`src/rtl/rom_layer_pkg.sv`:
```
package rom_layer_pkg;
  typedef enum logic [2:0] {
    ST_QUIET, ST_CMD, ST_READ, ST_MATCH,
    ST_SRCH_TRUE, ST_SRCH_CPL, ST_SRCH_DIR, ST_SEL
  } rom_st_t;

  localparam logic [7:0] OP_READ   = 8'h33;
  localparam logic [7:0] OP_MATCH  = 8'h55;
  localparam logic [7:0] OP_SKIP   = 8'hCC;
  localparam logic [7:0] OP_SEARCH = 8'hF0;
endpackage

```
`src/rtl/rom_cmd_shift.sv`:
```
module rom_cmd_shift #(
  parameter int CMD_W = 8
) (
  input  logic             clk,
  input  logic             rst,
  input  logic             clear,
  input  logic             shift_en,
  input  logic             bit_in,
  output logic [CMD_W-1:0] word_next,
  output logic             is_last
);
  localparam int CNT_W = $clog2(CMD_W);

  logic [CMD_W-1:0] word_q;
  logic [CNT_W-1:0] cnt_q;

  // bits arrive LSB first, so each new bit enters at the top
  assign word_next = {bit_in, word_q[CMD_W-1:1]};
  assign is_last   = (cnt_q == CNT_W'(CMD_W-1));

  always_ff @(posedge clk) begin
    if (rst || clear) begin
      word_q <= '0;
      cnt_q  <= '0;
    end else if (shift_en) begin
      word_q <= word_next;
      cnt_q  <= cnt_q + 1'b1;
    end
  end
endmodule

```
`src/rtl/rom_crc_check.sv`:
```
module rom_crc_check #(
  parameter int              ID_W  = 64,
  parameter int              CRC_W = 8,
  parameter logic [CRC_W-1:0] POLY_R = 8'h8C
) (
  input  logic            clk,
  input  logic            rst,
  input  logic            req,
  input  logic [ID_W-1:0] id_word,
  output logic            ok,
  output logic            bad
);
  localparam int CNT_W = $clog2(ID_W);

  logic             pend_q, busy_q;
  logic [CNT_W-1:0] cnt_q;
  logic [CRC_W-1:0] crc_q, crc_nx;
  logic             mix;

  // one reflected LFSR step per identity bit
  always_comb begin
    mix    = crc_q[0] ^ id_word[cnt_q];
    crc_nx = crc_q >> 1;
    if (mix) crc_nx = crc_nx ^ POLY_R;
  end

  always_ff @(posedge clk) begin
    if (rst) begin
      pend_q <= 1'b1;
      busy_q <= 1'b0;
      cnt_q  <= '0;
      crc_q  <= '0;
      ok     <= 1'b0;
      bad    <= 1'b0;
    end else begin
      ok  <= 1'b0;
      bad <= 1'b0;
      if (busy_q) begin
        crc_q <= crc_nx;
        cnt_q <= cnt_q + 1'b1;
        if (cnt_q == CNT_W'(ID_W-1)) begin
          busy_q <= 1'b0;
          ok     <= (crc_nx == '0);
          bad    <= (crc_nx != '0);
        end
      end else if (pend_q || req) begin
        pend_q <= 1'b0;
        busy_q <= 1'b1;
        cnt_q  <= '0;
        crc_q  <= '0;
      end
    end
  end
endmodule

```
`src/rtl/rom_seq.sv`:
```
module rom_seq
  import rom_layer_pkg::*;
#(
  parameter int ID_W  = 64,
  parameter int CMD_W = 8
) (
  input  logic             clk,
  input  logic             rst,
  input  logic             line_reset,
  input  logic             wr_stb,
  input  logic             wr_bit,
  input  logic             rd_stb,
  input  logic [ID_W-1:0]  id_word,
  input  logic [CMD_W-1:0] cmd_next,
  input  logic             cmd_last,
  output logic             in_cmd,
  output logic             rd_ack,
  output logic             rd_bit,
  output logic             sel
);
  localparam int IDX_W = $clog2(ID_W);

  rom_st_t          st_q;
  logic [IDX_W-1:0] idx_q;
  logic             idx_end, own_bit;

  assign in_cmd  = (st_q == ST_CMD);
  assign sel     = (st_q == ST_SEL);
  assign idx_end = (idx_q == IDX_W'(ID_W-1));
  assign own_bit = id_word[idx_q];

  always_ff @(posedge clk) begin
    if (rst) begin
      st_q   <= ST_QUIET;
      idx_q  <= '0;
      rd_ack <= 1'b0;
      rd_bit <= 1'b1;
    end else begin
      rd_ack <= 1'b0;
      rd_bit <= 1'b1;
      if (line_reset) begin
        st_q  <= ST_CMD;
        idx_q <= '0;
      end else begin
        unique case (st_q)
          ST_CMD: begin
            if (wr_stb) begin
              if (cmd_last) begin
                unique case (cmd_next)
                  OP_READ:   st_q <= ST_READ;
                  OP_MATCH:  st_q <= ST_MATCH;
                  OP_SKIP:   st_q <= ST_SEL;
                  OP_SEARCH: st_q <= ST_SRCH_TRUE;
                  default:   st_q <= ST_QUIET;
                endcase
              end
            end else if (rd_stb) begin
              rd_ack <= 1'b1;
            end
          end
          ST_READ: begin
            if (rd_stb) begin
              rd_ack <= 1'b1;
              rd_bit <= own_bit;
              if (idx_end) st_q <= ST_SEL;
              else         idx_q <= idx_q + 1'b1;
            end
          end
          ST_MATCH: begin
            if (wr_stb) begin
              if (wr_bit != own_bit) st_q <= ST_QUIET;
              else if (idx_end)      st_q <= ST_SEL;
              else                   idx_q <= idx_q + 1'b1;
            end else if (rd_stb) begin
              rd_ack <= 1'b1;
            end
          end
          ST_SRCH_TRUE: begin
            if (rd_stb) begin
              rd_ack <= 1'b1;
              rd_bit <= own_bit;
              st_q   <= ST_SRCH_CPL;
            end
          end
          ST_SRCH_CPL: begin
            if (rd_stb) begin
              rd_ack <= 1'b1;
              rd_bit <= ~own_bit;
              st_q   <= ST_SRCH_DIR;
            end
          end
          ST_SRCH_DIR: begin
            if (wr_stb) begin
              if (wr_bit != own_bit) st_q <= ST_QUIET;
              else if (idx_end)      st_q <= ST_SEL;
              else begin
                idx_q <= idx_q + 1'b1;
                st_q  <= ST_SRCH_TRUE;
              end
            end else if (rd_stb) begin
              rd_ack <= 1'b1;
            end
          end
          ST_QUIET: begin
            if (rd_stb) rd_ack <= 1'b1;
          end
          ST_SEL: begin
            // memory layer owns the bit stream now
          end
          default: st_q <= ST_QUIET;
        endcase
      end
    end
  end
endmodule

```
`src/rtl/rom_select_layer.sv`:
```
module rom_select_layer #(
  parameter int ID_W  = 64,
  parameter int CMD_W = 8,
  parameter int CRC_W = 8
) (
  input  logic            clk,
  input  logic            rst,
  input  logic            line_reset,
  input  logic            wr_stb,
  input  logic            wr_bit,
  input  logic            rd_stb,
  input  logic            crc_req,
  input  logic [ID_W-1:0] id_word,
  output logic            rd_ack,
  output logic            rd_bit,
  output logic            sel,
  output logic            crc_ok,
  output logic            crc_bad
);
  logic [CMD_W-1:0] cmd_next;
  logic             cmd_last, in_cmd;

  rom_cmd_shift #(.CMD_W(CMD_W)) u_cmd (
    .clk      (clk),
    .rst      (rst),
    .clear    (line_reset),
    .shift_en (wr_stb && in_cmd && !line_reset),
    .bit_in   (wr_bit),
    .word_next(cmd_next),
    .is_last  (cmd_last)
  );

  rom_seq #(.ID_W(ID_W), .CMD_W(CMD_W)) u_seq (
    .clk       (clk),
    .rst       (rst),
    .line_reset(line_reset),
    .wr_stb    (wr_stb),
    .wr_bit    (wr_bit),
    .rd_stb    (rd_stb),
    .id_word   (id_word),
    .cmd_next  (cmd_next),
    .cmd_last  (cmd_last),
    .in_cmd    (in_cmd),
    .rd_ack    (rd_ack),
    .rd_bit    (rd_bit),
    .sel       (sel)
  );

  rom_crc_check #(.ID_W(ID_W), .CRC_W(CRC_W)) u_crc (
    .clk    (clk),
    .rst    (rst),
    .req    (crc_req),
    .id_word(id_word),
    .ok     (crc_ok),
    .bad    (crc_bad)
  );
endmodule

```
`config.mk`:
```
export PLATFORM = sky130hd
export DESIGN_NAME = rom_select_layer
export DESIGN_NICKNAME = d
export VERILOG_FILES = /design/src/rtl/rom_layer_pkg.sv /design/src/rtl/rom_cmd_shift.sv /design/src/rtl/rom_crc_check.sv /design/src/rtl/rom_seq.sv /design/src/rtl/rom_select_layer.sv
export SDC_FILE = /design/constraint.sdc
export NUM_CORES = 1
export LEC_CHECK = 0
export ABC_CLOCK_PERIOD_IN_PS = 3130
export CAP_MARGIN = 15
export CORE_ASPECT_RATIO = 1.75
export CORE_MARGIN = 2
export CORE_UTILIZATION = 28
export DETAILED_ROUTE_END_ITERATION = 7
export PLACE_DENSITY = 0.58
export SLEW_MARGIN = 20
export SYNTH_ARGS = -nofsm -noshare
export SYNTH_HDL_FRONTEND = slang
export SYNTH_SLANG_ARGS = --single-unit
export TNS_END_PERCENT = 20
```
`constraint.sdc`:
```
create_clock -name clk -period 3.13 [get_ports clk]
set_clock_uncertainty 0.1 [all_clocks]
set_input_delay 0.939 -clock clk [delete_from_list [all_inputs] [get_ports clk]]
set_output_delay 0.939 -clock clk [all_outputs]
set_load 0.05 [all_outputs]
```
==> results of run 1 <==
==> per-layer routing <==
layer | global-route usage | vias to the layer above | wire (um)
li1 | - | 1374 | -
met5 | 0 | - | 0
met1 | 0.190 | 1408 | 3440
met4 | 0.0754 | 0 | 373
met2 | 0.331 | 96 | 5580
met3 | 0.0197 | 27 | 337
==> metrics by stage <==
step                setup slack (ns)  power, W   util  cells
floorplan                   0.000520  0.000659      -    308
global placement              -0.549  0.000801  0.379    509
detailed placement            -0.682  0.000807  0.379    509
CTS                         0.000904   0.00131  0.391    522
global route                0.000366   0.00135  0.389    526
finish                        0.0448   0.00130  0.389    526
==> kinds of logic after synthesis <==
kind of cell	share of synthesized area
xor gates and xnor gates	0.0174
buffers and inverters	0.0485
and+or+nand+nor	0.176
DFF	0.259
muxes	0.319
adders and majority gates	0.0166
AOI/OAI and AO/OA	0.164
==> state kept, by name, summed over array words and instances (netlist names), 3 cells and up <==
signal        count
u_seq.idx_q       6
u_cmd.cnt_q       3
u_seq.st_q        3
u_crc.cnt_q       6
u_crc.crc_q       8
u_cmd.word_q      7
==> worst max path at each step <==
stage                      startpoint                     endpoint  cells after the start  slack [ns]
final                     id_word[54]  u_seq.idx_q[2]$_SDFFE_PP0P_                     10        0.04
after global placement    id_word[59]  u_seq.idx_q[4]$_SDFFE_PP0P_                     10       -0.55
after global routing      id_word[54]  u_seq.idx_q[2]$_SDFFE_PP0P_                     10      0.0004
after detailed placement  id_word[59]  u_seq.idx_q[4]$_SDFFE_PP0P_                     10       -0.68
after floorplan           id_word[59]  u_seq.idx_q[4]$_SDFFE_PP0P_                      9      0.0005
after CTS                 id_word[12]  u_seq.idx_q[2]$_SDFFE_PP0P_                     10      0.0009
==> final cells by class <==
class / count / share of cell area
diodes: 4 / 0.00243
clock buffers: 5 / 0.0304
clock inverters: 3 / 0.00577
inverters: 6 / 0.00547
multi-input cells: 235 / 0.515
flip-flops and latches: 39 / 0.190
well taps: 130 / 0.0395
repair buffers: 104 / 0.212
==> cell usage in the layout, fill, tap and decap left out, drive strengths merged, types with 7 or more instances in the layout <==
cell type      count
mux2i              8
dlygate4sd2       36
dfxtp             39
o21ai             12
nor3               7
nand2             32
nor2              19
a21oi             23
clkdlybuf4s50     11
buf               29
nand3              9
inv                7
a22oi              7
clkdlybuf4s15     11
mux4              36
clkbuf            21
==> worst max-delay path, stage by stage <==
cell and delay [ns]:
dlygate4sd2_1 0.24, mux4_2 0.46, mux2i_1 0.16, mux2i_1 0.15, o21a_2 0.25, o21ai_2 0.16
a41oi_2 0.17, buf_6 0.18, or3_1 0.35, a21oi_1 0.14
==> power by group through the flow <==
stage	Combinational, W	Clock, W	Sequential [W]
detailed placement	0.000279	0	0.000528
global route	0.000285	0.000550	0.000518
finish	0.000264	0.000520	0.000516
CTS	0.000263	0.000527	0.000516
global placement	0.000274	0	0.000528
floorplan	0.000137	0	0.000522
==> what timing repair did <==
action | CTS | global route
setup endpoints to repair | 14 | 15
pin swaps | 10 | 7
endpoints found under the hold margin | 0 | 0
setup buffers | 4 | 0
gates cloned | 1 | 0
gates resized for setup | 88 | 42
==> out/results.ini, run 1 <==
[setup_path]
reg2reg_from=u_seq.idx_q[2]$_SDFFE_PP0P_
cp_data_arrival_time_ns=3.20
r2r-end=u_seq.idx_q[2]$_SDFFE_PP0P_
worst_setup_path_start_kind=primary input
path_max_fanout=5
r2r_cells=10
rrSetupSlack_ns=0.19
path_class=primary input to flip-flop
cp-end-kind=flip-flop
required_ns=3.24

[logic_synthesis]
synth_cell_types=60
synth_ff_type=dfxtp_1
ys_warn_count=0
synth_top_cell_area_share=0.259
synth.area.top_cells=dfxtp_1 26%, mux4_2 22%, mux4_1 6.1%, nand2_1 4.0%, a21oi_1 3.8%
yosysMostFrequentCell=dfxtp_1
netlist_area_mm2=0.00302
synthCells=308
yosysTopAreaCell=dfxtp_1
synth_area_per_cell_um2=9.79
synth_common_cells=39 x dfxtp_1, 32 x nand2_1, 29 x mux4_2
synth_nets=383
ys_ff_latch=39
synth-edff-count=0
async_reset_ff_frac=0
yosysSeqAreaShare=0.259

[routing]
wirelength_mm=9.73
viasPerCell=5.52
wl_per_cell_um=18.5
drtIter0Drc=149
dr.pass1.iters=4
remaining_drc_errors=0
ant_nets=0
vias=2905

[power_and_ir_drop]
netSwitchingPower_w=0.000347
pwr-share-clk=0.400
power.leakage_nw=1.46
internal_power_w=0.000954
max-vdd-ir-drop_mv=0.205
pwr-share-comb=0.203
swShare=0.267
pwr-share-seq=0.397
power_density_mw_per_mm2=316

[floorplan]
die_y_um=141
initial_utilization=0.285
chipWidth_um=82.5
ioPinCount=76
core_mm2=0.0106
rows=50
die-area_mm2=0.0117

[global_routing]
grt-ovfl-total=0
track_usage=0.176
grt_pass1_wl_mm=15.5
antenna_found_initial=4
grt_pass1_vias=3046
grt_max_degree=24

[flow_run]
maxCapViolations=0

[cts]
cts_root_buf=clkbuf_16
cts_hold_buffers=0
clock_sinks=39
clk_path_buf_depth=2
cts_buffers=5
cts_tree=yes
cts.clk_slew.worst_paths_ns=0.06
h-tree-depth=2
clock_latency_ns=0.29

[sta]
max_freq_mhz=324
relSlewSlack=0.592
slew_viol_final=0
finalHoldViolations=0
whs_ns=0.363
min_period_over_period=0.986
rsz0062_at_grt=no
finalCriticalPeriod_ns=3.09
finalSetupTns_ns=0
tightest_slew_ns=0.611
finalSetupViolCount=0

[placed_design]
io_buffers=75
gp_congestion=0.842
placed_cell_area_mm2=0.00401
place_hpwl_mm=7.61

[worst_hold_path]
hp-class=flip-flop to flip-flop
hold-path-cell-count=2
min_to=u_cmd.cnt_q[1]$_SDFFE_PP0P_
hp-start=u_cmd.cnt_q[1]$_SDFFE_PP0P_

[cells_and_area]
nNetsFinal=466
drive_gt1_frac=0.276
area_growth_pct=36.5
stdcell_area_mm2=0.00412
fillers=1046
regArea_um2=782
multi_input_area_mm2=0.00212

[status]
outcome=finished clean

Power figures use the tool's default switching activity.
==> run 2: changes to the inputs <==
--- a/config.mk
+++ b/config.mk
@@ -8,7 +8,7 @@
 export ABC_CLOCK_PERIOD_IN_PS = 3130
 export CAP_MARGIN = 15
 export CORE_ASPECT_RATIO = 1.75
-export CORE_MARGIN = 2
+export CORE_MARGIN = 3
 export CORE_UTILIZATION = 28
 export DETAILED_ROUTE_END_ITERATION = 7
 export PLACE_DENSITY = 0.58
==> out/results.ini, run 2 (synthesized netlist as in run 1, its figures left out) <==
[status]
outcome=finished clean  ; unchanged

[global_routing]
grt_pass1_vias=3092  ; was 3,046
grtUsageMet1=0.156  ; was 0.190
use_met2=0.325  ; was 0.331
track_usage=0.161  ; was 0.176
antenna_found_initial=3  ; was 4
grt-ovfl-total=0  ; unchanged
grt_use_met3=0.0212  ; was 0.0197
grt_max_degree=23  ; was 24
gr-max-usage-layer=met2  ; unchanged
grt_pass1_wl_mm=15.4  ; was 15.5 mm

[sta]
slew_viol_final=0  ; unchanged
max_freq_mhz=322  ; was 324 MHz
relSlewSlack=0.558  ; was 0.592
finalSetupViolCount=0  ; unchanged
setup_slack_ns=0.0267  ; was 0.0448 ns
rsz0062_at_grt=yes  ; was no
whs_ns=0.358  ; was 0.363 ns
tightest_slew_ns=0.663  ; was 0.611 ns
finalCriticalPeriod_ns=3.10  ; was 3.09 ns
finalSetupTns_ns=0  ; unchanged
min_period_over_period=0.991  ; was 0.986
finalHoldViolations=0  ; unchanged

[routing]
ant_nets=0  ; unchanged
drtIter0Drc=132  ; was 149
vias=2886  ; was 2,905
remaining_drc_errors=0  ; unchanged
viasPerCell=5.55  ; was 5.52
wirelength_mm=9.82  ; was 9.73 mm
wl_per_cell_um=18.9  ; was 18.5 um
dr.pass1.iters=4  ; unchanged

[cts]
cts_tree=yes  ; unchanged
cts_root_buf=clkbuf_16  ; unchanged
clock_sinks=39  ; unchanged
cts.clk_slew.worst_paths_ns=0.06  ; about the same
cts_hold_buffers=0  ; unchanged
cts_buffers=5  ; unchanged
h-tree-depth=2  ; unchanged
clk_path_buf_depth=2  ; unchanged
clock_latency_ns=0.28  ; was 0.29 ns

[power_and_ir_drop]
power.leakage_nw=1.51  ; was 1.46 nW
power_density_mw_per_mm2=333  ; was 316 mW/mm^2
max-vdd-ir-drop_mv=0.195  ; was 0.205 mV

[worst_hold_path]
hp-class=flip-flop to flip-flop  ; unchanged

[floorplan]
die-area_mm2=0.0121  ; was 0.0117 mm^2
die_y_um=143  ; was 141 um
initial_utilization=0.289  ; was 0.285
ioPinCount=76  ; unchanged
chipWidth_um=84.5  ; was 82.5 um
rows=49  ; was 50
core_mm2=0.0104  ; was 0.0106 mm^2

[placed_design]
post-place-cells=507  ; was 509
gp_congestion=0.895  ; was 0.842
place_hpwl_mm=7.67  ; was 7.61 mm
pre_cts_ws_ns=-0.655  ; was -0.682 ns
io_buffers=75  ; unchanged

[cells_and_area]
stdcell_count=520  ; was 526
final_util=0.400  ; was 0.389
top_register=u_crc.crc_q  ; unchanged
largest_reg_flops=8  ; unchanged
top_regs=u_crc.crc_q (8), u_cmd.word_q (7)  ; unchanged
final_common_cell=dfxtp_1  ; unchanged
multi_input_area_mm2=0.00215  ; was 0.00212 mm^2
regArea_um2=782  ; unchanged
drive_gt1_frac=0.287  ; was 0.276
nNetsFinal=464  ; was 466
final_cell_mix=38 x dfxtp_1, 36 x mux4_2, 35 x dlygate4sd2_1  ; was 38 x dfxtp_1, 36 x mux4_2, 36 x dlygate4sd2_1
area_growth_pct=38.2  ; was 36.5%
fillers=1071  ; was 1,046

[setup_path]
worst_setup_path_start_kind=primary input  ; unchanged
cp_data_arrival_time_ns=3.21  ; was 3.20 ns
path_class=primary input to flip-flop  ; unchanged
cp-end-kind=flip-flop  ; unchanged
path_max_fanout=7  ; was 5
required_ns=3.24  ; about the same

[flow_run]
maxCapViolations=0  ; unchanged

-- run 2: cell types whose count changed in the layout (fill, tap and decap cells not counted), sizes merged --
cell,before,now
inv,7,6
bufinv,0,1
dlymetal6s2s,1,5
dlygate4sd2,36,35
clkinv,0,1
diode,4,3
clkdlybuf4s15,11,8
clkbuf,21,20
clkinvlp,2,0
-- run 2: cell type report --
cell class | instances | share of cell area
clock buffer | 6 | 0.0333
multi-input combinational | 235 | 0.517
timing repair buffer | 102 | 0.209
inverter | 6 | 0.00540
sequential | 39 | 0.188
clock inverter | 2 | 0.00840
tap | 127 | 0.0381
antenna | 3 | 0.00180
-- run 2: stage by stage --
step	area (um^2)	total power [W]
floorplan	3020	0.000659
global placement	4000	0.000798
detailed placement	4000	0.000804
CTS	4180	0.00140
global route	4170	0.00144
finish	4170	0.00139
-- run 2: report_power, final --
part / internal (W) / switching (W) / total (W)
sequential: 0.000505 / 0.0000116 / 0.000517
combinational: 0.000152 / 0.000113 / 0.000265
clock: 0.000397 / 0.000208 / 0.000605
total: 0.00105 / 0.000333 / 0.00139
-- run 2: worst paths after layout --
path | start | endpoint | slack (ns) | cells after the start
setup / recovery | id_word[52] | u_seq.idx_q[3]$_SDFFE_PP0P_ | 0.03 | 10
hold / removal | u_cmd.cnt_q[1]$_SDFFE_PP0P_ | u_cmd.cnt_q[1]$_SDFFE_PP0P_ | 0.36 | 2
setup reg to reg | u_seq.idx_q[2]$_SDFFE_PP0P_ | u_seq.idx_q[3]$_SDFFE_PP0P_ | 0.08 | 10
hold reg to reg | u_cmd.cnt_q[1]$_SDFFE_PP0P_ | u_cmd.cnt_q[1]$_SDFFE_PP0P_ | 0.36 | 2
-- run 2: timing repair --
| item | in CTS | in global routing |
|---|---|---|
| setup endpoints to repair | 15 | 14 |
| resized for setup | 98 | 38 |
| pin swaps | 12 | 7 |
| setup buffers | 2 | 0 |
-- run 2: metal layers --
layer | share of wire | wire, um
met1 | 0.35 | 3450
met2 | 0.58 | 5710
met3 | 0.030 | 296
met4 | 0.037 | 364
met5 | 0 | 0
-- run 2: critical path: stages --
cell           delay [ns]
dlygate4sd2_1        0.25
mux4_2               0.48
mux2i_4              0.19
mux2i_2              0.12
o21a_2               0.23
o21ai_2              0.14
a41oi_2              0.18
buf_6                0.18
or3_1                0.35
a21oi_1              0.15
==> run 3: changes to the inputs <==
--- a/config.mk
+++ b/config.mk
@@ -5,6 +5,7 @@
 export SDC_FILE = /design/constraint.sdc
 export NUM_CORES = 1
 export LEC_CHECK = 0
+export ABC_AREA = 1
 export ABC_CLOCK_PERIOD_IN_PS = 3130
 export CAP_MARGIN = 15
 export CORE_ASPECT_RATIO = 1.75
@@ -12,6 +13,7 @@
 export CORE_UTILIZATION = 28
 export DETAILED_ROUTE_END_ITERATION = 7
 export PLACE_DENSITY = 0.58
+export RECOVER_POWER = 100
 export SLEW_MARGIN = 20
 export SYNTH_ARGS = -nofsm -noshare
 export SYNTH_HDL_FRONTEND = slang
==> out/results.ini, run 3 <==
[cells_and_area]
fillers=1236  ; was 1,071
final_cell_mix=164 x nand2_1, 90 x nand3_1, 69 x inv_1  ; was 38 x dfxtp_1, 36 x mux4_2, 35 x dlygate4sd2_1
final_util=0.374  ; was 0.400
drive_gt1_frac=0.0406  ; was 0.287
stdcell_area_mm2=0.00425  ; was 0.00417 mm^2
largest_reg_flops=8  ; unchanged
area_growth_pct=28.5  ; was 38.2%
diodes=0  ; was 3
top_register=u_crc.crc_q  ; unchanged
top_regs=u_crc.crc_q (8), u_cmd.word_q (7)  ; unchanged
multi_input_area_mm2=0.00205  ; was 0.00215 mm^2
nNetsFinal=715  ; was 464
final_common_cell=nand2_1  ; was dfxtp_1
regArea_um2=782  ; unchanged

[global_routing]
grt_pass1_vias=3939  ; was 3,092
antenna_found_initial=0  ; was 3
grt-ovfl-total=0  ; unchanged
grt_max_degree=37  ; was 23
grt_pass1_wl_mm=18.3  ; was 15.4 mm
track_usage=0.175  ; was 0.161

[floorplan]
die-area_mm2=0.0132  ; was 0.0121 mm^2
die_y_um=150  ; was 143 um
rows=51  ; was 49
initial_utilization=0.291  ; was 0.289
core_mm2=0.0114  ; was 0.0104 mm^2
ioPinCount=76  ; unchanged
chipWidth_um=88.2  ; was 84.5 um

[power_and_ir_drop]
swShare=0.303  ; was 0.240
power.leakage_nw=1.80  ; was 1.51 nW
internal_power_w=0.000969  ; was 0.00105 W
power_density_mw_per_mm2=327  ; was 333 mW/mm^2
netSwitchingPower_w=0.000421  ; was 0.000333 W
pwr-share-clk=0.355  ; was 0.436
pwr-share-seq=0.390  ; was 0.373
pwr-share-comb=0.255  ; was 0.191
max-vdd-ir-drop_mv=0.352  ; was 0.195 mV

[cts]
cts_hold_buffers=0  ; unchanged
cts_root_buf=clkbuf_16  ; unchanged
h-tree-depth=2  ; unchanged
cts_buffers=5  ; unchanged
clock_latency_ns=0.28  ; about the same
clock_sinks=39  ; unchanged
cts_resized=0  ; was 98
cts_setup_buffers=0  ; was 2
cts_tree=yes  ; unchanged
cts.clk_slew.worst_paths_ns=0.06  ; about the same
clk_path_buf_depth=2  ; unchanged

[placed_design]
gp_congestion=0.926  ; was 0.895
io_buffers=75  ; unchanged
placed_cell_area_mm2=0.00413  ; was 0.00400 mm^2
place_hpwl_mm=8.62  ; was 7.67 mm

[status]
outcome=finished clean  ; unchanged

[routing]
dr.pass1.iters=5  ; was 4
ant_nets=0  ; unchanged
wl_per_cell_um=14.7  ; was 18.9 um
viasPerCell=5.15  ; was 5.55
drtIter0Drc=270  ; was 132
vias=3980  ; was 2,886
wirelength_mm=11.4  ; was 9.82 mm
remaining_drc_errors=0  ; unchanged

[sta]
rsz0062_at_grt=no  ; was yes
max_freq_mhz=339  ; was 322 MHz
min_period_over_period=0.944  ; was 0.991
finalCriticalPeriod_ns=2.95  ; was 3.10 ns
slew_viol_final=0  ; unchanged
tightest_slew_ns=0.758  ; was 0.663 ns
relSlewSlack=0.494  ; was 0.558
finalSetupTns_ns=0  ; unchanged
finalHoldViolations=0  ; unchanged
finalSetupViolCount=0  ; unchanged

[logic_synthesis]
yosysMostFrequentCell=nand2_1  ; was dfxtp_1
synth_ff_type=dfxtp_1  ; unchanged
synth_cell_types=33  ; was 60
synth_top_cell_area_share=0.236  ; was 0.259
synth-edff-count=0  ; unchanged
netlist_area_mm2=0.00331  ; was 0.00302 mm^2
synth_nets=649  ; was 383
synthCells=574  ; was 308
yosysTopAreaCell=dfxtp_1  ; unchanged
async_reset_ff_frac=0  ; unchanged
synth_common_cells=163 x nand2_1, 90 x nand3_1, 69 x inv_1  ; was 39 x dfxtp_1, 32 x nand2_1, 29 x mux4_2
synth.area.top_cells=dfxtp_1 24%, nand2_1 19%, nand3_1 14%, inv_1 7.8%, a21oi_1 7.3%  ; was dfxtp_1 26%, mux4_2 22%, mux4_1 6.1%, nand2_1 4.0%, a21oi_1 3.8%
synth_area_per_cell_um2=5.76  ; was 9.79 um^2
ys_ff_latch=39  ; unchanged
yosysSeqAreaShare=0.236  ; was 0.259
ys_warn_count=0  ; unchanged

[setup_path]
path_class=flip-flop to output port  ; was primary input to flip-flop
required_ns=2.09  ; was 3.24 ns
cp-end-kind=output port  ; was flip-flop
path_max_fanout=4  ; was 7
worst_setup_path_start_kind=flip-flop  ; was primary input
cp_data_arrival_time_ns=1.91  ; was 3.21 ns

[worst_hold_path]
hp-class=flip-flop to flip-flop  ; unchanged

[flow_run]
maxCapViolations=0  ; unchanged

run 3: area by class of cell:
cell class / instances / share of cell area
Clock buffer: 7 / 0.0312
Clock inverter: 1 / 0.00118
Inverter: 76 / 0.0692
Multi-Input combinational cell: 432 / 0.482
Sequential cell: 39 / 0.184
Tap cell: 132 / 0.0389
Timing Repair Buffer: 86 / 0.193
run 3: cells by family after synthesis:
| family | synth area share |
|---|---|
| and+or+nand+nor | 0.410 |
| adders and majority gates | 0.0151 |
| xor gates and xnor gates | 0.00795 |
| DFF | 0.236 |
| AOI/OAI and AO/OA | 0.187 |
| buffers and inverters | 0.144 |
run 3: stage by stage:
step / setup WS, ns / hold slack, ns / power, W / std cells
after floorplan: 0.904 / 0.316 / 0.000749 / 574
final: 0.177 / 0.337 / 0.00139 / 773
after detailed placement: 0.211 / 0.330 / 0.000908 / 765
after CTS: 0.239 / 0.339 / 0.00141 / 773
after global placement: 0.243 / 0.326 / 0.000905 / 765
after global routing: 0.0869 / 0.368 / 0.00147 / 773
run 3: path summary, 6_finish.rpt:
| kind | startpoint | endpoint | slack (ns) | cells past startpoint |
|---|---|---|---|---|
| min reg2reg | u_crc.pend_q$_SDFFE_PP1P_ | u_crc.pend_q$_SDFFE_PP1P_ | 0.34 | 2 |
| min | u_crc.pend_q$_SDFFE_PP1P_ | u_crc.pend_q$_SDFFE_PP1P_ | 0.34 | 2 |
| max reg2reg | u_seq.idx_q[0]$_SDFFE_PP0P_ | u_seq.idx_q[2]$_SDFFE_PP0P_ | 0.63 | 16 |
| max | u_seq.st_q[2]$_SDFFE_PP0P_ | sel | 0.18 | 3 |
run 3: metal layers:
metal  wire (um)  GRT usage  share of wire  vias to the layer above
li1            -          -              -                     2021
met1        4440      0.195           0.39                     1793
met2        5920      0.321           0.52                      137
met3         672     0.0259          0.059                       29
met4         329     0.0756          0.029                        0
met5           0          0              0                        -
run 3: critical path: stages, from the launching register on:
cell and delay, ns:
dfxtp_1 0.43, nand2_1 0.15, nor2_1 0.15, dlygate4sd3_1 0.89
run 3: power groups by stage:
stage	sequential [W]	combinational, W	clock [W]
finish	0.000542	0.000355	0.000494
global route	0.000545	0.000399	0.000525
CTS	0.000541	0.000359	0.000509
detailed placement	0.000552	0.000356	0
global placement	0.000551	0.000353	0
floorplan	0.000536	0.000213	0
